`config.mk`:
```
export PLATFORM = sky130hd
export DESIGN_NAME = toggle_poll_ctrl
export DESIGN_NICKNAME = d
export VERILOG_FILES = /design/src/rtl/toggle_poll_ctrl.sv
export SDC_FILE = /design/constraint.sdc
export NUM_CORES = 1
export LEC_CHECK = 0
export CAP_MARGIN = 20
export CORE_AREA = 2 2 51 53
export CTS_CLUSTER_SIZE = 14
export DETAILED_ROUTE_END_ITERATION = 10
export DIE_AREA = 0 0 53 55
export PLACE_DENSITY = 0.76
export SYNTH_ARGS = -nofsm -noshare
export SYNTH_HDL_FRONTEND = slang
export SYNTH_SLANG_ARGS = --single-unit
```
`constraint.sdc`:
```
create_clock -name clk -period 1.87 [get_ports clk]
set_input_delay 0.187 -clock clk [delete_from_list [all_inputs] [get_ports clk]]
set_output_delay 0.187 -clock clk [all_outputs]
set_load 0.005 [all_outputs]
```
`src/rtl/toggle_poll_ctrl.sv`:
```
module toggle_poll_ctrl #(
  parameter int DW        = 8,
  parameter int AW        = 16,
  parameter int TOG_BIT   = 6,
  parameter int ERR_BIT   = 5,
  parameter logic [AW-1:0] RST_ADDR = '0,
  parameter logic [DW-1:0] RST_DATA = 8'hF0,
  parameter int MAX_PAIRS = 4
) (
  input  logic          clk,
  input  logic          rst_n,
  input  logic          start_i,
  input  logic          abort_i,
  output logic          rd_req_o,
  input  logic          rd_ack_i,
  input  logic [DW-1:0] rd_data_i,
  output logic          wr_req_o,
  output logic [AW-1:0] wr_addr_o,
  output logic [DW-1:0] wr_data_o,
  input  logic          wr_ack_i,
  output logic          busy_o,
  output logic          done_o,
  output logic          ok_o,
  output logic          tmo_o
);
  localparam int TB = (TOG_BIT == 2) ? 2 : 6;
  localparam int CW = (MAX_PAIRS > 1) ? $clog2(MAX_PAIRS + 1) : 1;

  typedef enum logic [2:0] {S_IDLE, S_RA, S_RB, S_RC, S_RD, S_WR} st_t;
  st_t st;

  logic          tog_q, tmo_q;
  logic [CW-1:0] cnt_q;
  logic          cur_tog, cur_err, lim_hit;

  assign cur_tog   = rd_data_i[TB];
  assign cur_err   = rd_data_i[ERR_BIT];
  assign rd_req_o  = (st == S_RA) || (st == S_RB) || (st == S_RC) || (st == S_RD);
  assign wr_req_o  = (st == S_WR);
  assign busy_o    = (st != S_IDLE);
  assign wr_addr_o = RST_ADDR;
  assign wr_data_o = RST_DATA;

  generate
    if (MAX_PAIRS == 0) begin : g_nolim
      assign lim_hit = 1'b0;
    end else begin : g_lim
      assign lim_hit = (cnt_q == CW'(MAX_PAIRS - 1));
    end
  endgenerate

  always_ff @(posedge clk) begin
    if (!rst_n) begin
      st     <= S_IDLE;
      tog_q  <= 1'b0;
      tmo_q  <= 1'b0;
      cnt_q  <= '0;
      done_o <= 1'b0;
      ok_o   <= 1'b0;
      tmo_o  <= 1'b0;
    end else begin
      done_o <= 1'b0;
      ok_o   <= 1'b0;
      tmo_o  <= 1'b0;
      if (abort_i && st != S_IDLE) begin
        st <= S_IDLE;
      end else begin
        case (st)
          S_IDLE: if (start_i) begin
            st    <= S_RA;
            cnt_q <= '0;
            tmo_q <= 1'b0;
          end
          S_RA: if (rd_ack_i) begin
            tog_q <= cur_tog;
            st    <= S_RB;
          end
          S_RB: if (rd_ack_i) begin
            if (cur_tog == tog_q) begin
              done_o <= 1'b1;
              ok_o   <= 1'b1;
              st     <= S_IDLE;
            end else if (cur_err) begin
              st <= S_RC;
            end else if (lim_hit) begin
              tmo_q <= 1'b1;
              st    <= S_WR;
            end else begin
              cnt_q <= cnt_q + 1'b1;
              st    <= S_RA;
            end
          end
          S_RC: if (rd_ack_i) begin
            tog_q <= cur_tog;
            st    <= S_RD;
          end
          S_RD: if (rd_ack_i) begin
            if (cur_tog == tog_q) begin
              done_o <= 1'b1;
              ok_o   <= 1'b1;
              st     <= S_IDLE;
            end else begin
              st <= S_WR;
            end
          end
          S_WR: if (wr_ack_i) begin
            done_o <= 1'b1;
            tmo_o  <= tmo_q;
            st     <= S_IDLE;
          end
          default: st <= S_IDLE;
        endcase
      end
    end
  end
endmodule


```
# After elaboration in Yosys (flattened, before gate mapping)
# Index checks and enable logic that the tools add are counted.
[classes]
n_bitwise = 5
muxes = 27
add_sub_neg = 1
eq_ne = 17
n_reduce_logical = 16
[op_table]
columns = ["cell", "count"]
rows = [
  ["$mux 3", 15],
  ["$ne 2x2->1 const B", 9],
  ["$pmux 3 s6", 1],
  ["$reduce_and 7->1", 2],
  ["$eq 3x2->1 const B", 3],
  ["$mux 1", 8],
  ["$eq 3x3->1 const B", 2],
  ["$pmux 3 s2", 1],
  ["$reduce_and 6->1", 1],
  ["$reduce_or 2->1", 3],
  ["$not 1->1", 5],
  ["$pmux 1 s2", 2],
  ["$reduce_or 4->1", 1],
  ["$add 3x1->3 const B", 1],
  ["$eq 3x1->1 const B", 1],
  ["$logic_not 3->1", 1],
  ["$logic_or 1x1->1", 3],
  ["$reduce_and 3->1", 1],
  ["$reduce_bool 3->1", 1],
  ["$reduce_or 3->1", 1],
  ["$ne 2x1->1 const B", 1],
  ["$reduce_bool 2->1", 1],
  ["$eq 1x1->1", 1],
  ["$logic_and 1x1->1", 1],
]
[word_totals]
wordCells = 73
reg_bits = 11
out_inout_bits = 30

# Longest topological paths before layout
[logic_depth]
word_depth = 6
depth_mapped = 5
depth_no_buf = 5

# Least setup slack after synthesis
# No wires, ideal clock.
[synth_path]
path_kind = "register -> register"
from = "reg st[0]"
to = "reg st[1]"
arrival_ns = 1.281
setup_time_ns = 0.059
slack_ns = 0.530
stages_incl_launch_ff = 6
cell_sequence = "dfxtp_1 -> buf_6 -> or3_4 -> a21o_4 -> nor4_2 -> a31o_1"
[synth_via]
elab_chain_cells = 3
[synth_lines]
columns = ["item", "line_no", "source"]
rows = [
  ["start: declaration", "30", "st_t st;"],
  ["start signal: assignment", "54", "st <= S_IDLE;"],
  ["start signal: assignment", "66", "st <= S_IDLE;"],
  ["start signal: assignment", "70", "st <= S_RA;"],
  ["$reduce_bool 3->1", "-", ""],
  ["via busy_o", "21", "output logic busy_o,"],
  ["$logic_and 1x1->1", "65", "if (abort_i && st != S_IDLE) begin"],
  ["$reduce_or 2->1 (no source line)", "-", ""],
]
# The timed path passes the listed nets, and every way through them passes these cells.
# A chain may end at the register's enable or synchronous reset.

# Worst setup path in the final report
[layout_path]
from = "reg st[0]"
to = "out rd_req_o"
[layout_via]
elab_chain_cells = 4
[layout_lines]
columns = ["item", "line_no", "source"]
rows = [
  ["$eq 3x1->1 / $eq 3x2->1 (equally long branches)", "38", "assign rd_req_o = (st == S_RA) || (st == S_RB) || (st == S_RC) || (st == S_RD);"],
  ["$logic_or 1x1->1 (2 in a row)", "38", ""],
  ["$logic_or 1x1->1 *", "38", ""],
  ["end: declaration", "14", "output logic rd_req_o,"],
]
# Every way passes the cells marked *; elsewhere a longest branch is shown, timed or not.

==> summary.txt <==
Worst-path clk slew -> 0.08 ns
Htree depth -> 1
Final Slew Violations -> 0
RSZ-0062 raised after global routing -> false
Wirelength per Cell -> 10.51 um
Pwr Density -> 1009 nW/um^2
Post-synthesis mux area share -> 6.970%
Die Span X -> 53 um
Worst-path fanout max -> 9
Hold Vio Cnt, Final -> 0
Row cnt -> 18
IO buf count -> 13
Status -> finished clean
Power Total -> 967.4 uW
CP Class -> flip-flop to output pin
Layout Nets -> 136
Global route overflow -> 0
Leakage power -> 0.0004079 uW
Post-Layout Cell Count -> 149
Initial DRT Pass Iterations -> 4
DRT Wirelength -> 1.566 mm
Warnings from Yosys -> 0
DR iter-0 viols -> 14
Predominant post-synthesis flop cell -> dfxtp_1
Top cell type's share of synthesized area -> 25.04%
Clock Tree Root -> clkbuf_4
Final GP Congestion -> 0.9498
Crit path arrival time -> 1.58 ns
Cells taking the most area after synthesis -> dfxtp_1 (25%), buf_4 (21%), mux2i_1 (5.7%)
Post-synth top area cell -> dfxtp_1
Syn Inst Count -> 106
Most frequent cell after synthesis -> buf_4
DRC violations left -> 0
Final TNS setup -> 0 ns
Sequential share of the synthesized area -> 25.04%
Top post-synthesis cells by count -> buf_4 (25), dfxtp_1 (11), nor2_1 (9)
R2r startpoint -> st[0]
Die area -> 2915 sq um
Setup Fix Bufs, Post-CTS -> 0
Final Util -> 40.53%
Share of layout cells above drive strength 1 -> 10.92%
Synth Area in Simple Gates -> 19.35%
Largest net degree at the start of global routing -> 12
Yosys reg bits -> 11
Hold WS -> 0.4738 ns
TritonCTS clock tree -> yes
Fmax -> 566.1 MHz
Vias per cell -> 4.617
Post-Syn Area -> 879.6 sq um
Core area -> 2365 sq um
EDFF count, synth -> 0
Cts hold-fix bufs -> 0
Start point of the critical path -> st[0]
Vias in the first global route -> 566
Final setup fails -> 0
Tmin final -> 1.766 ns
Required time of the critical path -> 1.68 ns
Final worst path period share -> 94.46%
Crit end category -> output pin
Synth cell types -> 36
Mean Syn Cell Area -> 8.298 sq um
Post-Synth XOR/XNOR Area -> 3.983%
Vias -> 688
Max-cap violation count -> 0
Setup crit start kind -> flip-flop
Gr usage total -> 11.96%
N_diodes -> 0
Hold path start -> tmo_q
Post-synth ARST share -> 0%
Worst min-delay path category -> flip-flop to flip-flop
Initial antenna violation count -> 0
Area growth from synthesis to layout -> 8.962%
PostCTS Resize Cnt -> 0
CTS Sinks -> 11
Main combinational cell family by area after synthesis -> buffers and inverters
Max Buffers Root-to-Sink -> 2
Final ANT Viol Nets -> 0
Num CTS Buffers -> 3
Starting density of the core -> 37.20%
Chip height -> 55 um
Worst skew pair latency -> 0.27 ns
Synth Area in Adders -> 2.845%
IO Pins -> 44
Slew margin rel. -> 66.01%
Worst slew pin tran -> 0.5098 ns
First-pass GRT wire length -> 2.511 mm
Placed insts -> 145
Max VDD drop -> 0.0005564 V
DP HPWL -> 1.236 mm
Compound-Gate Fraction of Synth Area -> 12.80%
Layout Skew -> 0.01254 ns
==> kinds of logic after synthesis <==
logic type	Yosys count
and+or+nand+nor	30
DFF	11
adders and majority gates	2
AOI/OAI and AO/OA	16
xor gates and xnor gates	4
buffers and inverters	35
other	2
muxes	6
==> report_power, final <==
group / leakage, uW / internal [uW] / total [uW] / switching [uW]
clock: 0.0000150 / 82.3 / 164 / 81.9
sequential: 0.0000900 / 266 / 330 / 64.5
combinational: 0.000303 / 248 / 473 / 225
total: 0.000408 / 596 / 967 / 372
==> final cells by class <==
class	count	area (sq um)
Tap cell	30	37.54
Multi-Input combinational cell	82	496.7
Inverter	6	22.52
Sequential cell	11	222.7
Timing Repair Buffer	16	152.6
Clock buffer	4	26.28
Fill cell	254	1406
==> routing by layer <==
layer  track usage [%]  vias to the layer above  part of all wire (%)  wire length, um
li1                  -                      341                     -                -
met2             22.08                       38                    48              759
met3             2.419                        4                   9.3              146
met5                 0                        -                     0                0
met1             12.89                      305                    40              627
met4             6.410                        0                   2.1               33
==> critical path, cell delays in order, from the launching register on <==
cell and delay [ns]:
dfxtp_1 0.40, nor2_2 0.25, xnor2_1 0.14, clkdlybuf4s50_1 0.51
==> worst paths after layout <==
check	endpoint	slack (ns)	cells past startpoint
hold reg to reg	tmo_o	0.47	2
hold / removal	tmo_o	0.47	2
setup / recovery	rd_req_o	0.10	3
setup reg to reg	st[1]	0.41	4
==> sequential cells by signal, summed over array words and instances, names as in the netlist <==
signal and cells:
st 3, cnt_q 3, tog_q 1, tmo_q 1
ok_o 1, done_o 1, tmo_o 1
==> per-stage QoR <==
stage	setup slack, ns	area (sq um)
after global routing	0.01235	958.4
after CTS	0.01424	953.4
after detailed placement	0.1547	927.1
after floorplan	0.5297	962.2
final	0.1036	958.4
after global placement	0.2018	927.1
==> placed cells by master, fill, tap and decap left out, types with 2 or more instances in the layout <==
master | synthesis | final
o21ai_0 | 4 | 4
clkdlybuf4s50_1 | 0 | 13
clkbuf_4 | 0 | 3
nand2_1 | 4 | 4
mux2i_1 | 5 | 5
nand4_1 | 2 | 2
xor2_1 | 2 | 2
a21oi_1 | 3 | 3
dfxtp_2 | 0 | 2
conb_1 | 2 | 24
buf_4 | 25 | 3
nand3b_1 | 2 | 2
xnor2_1 | 2 | 2
nand3_1 | 4 | 4
nor2_1 | 9 | 8
ha_1 | 2 | 2
dfxtp_1 | 11 | 9
inv_1 | 6 | 6
Note: power is estimated with default switching activity, not from simulation.
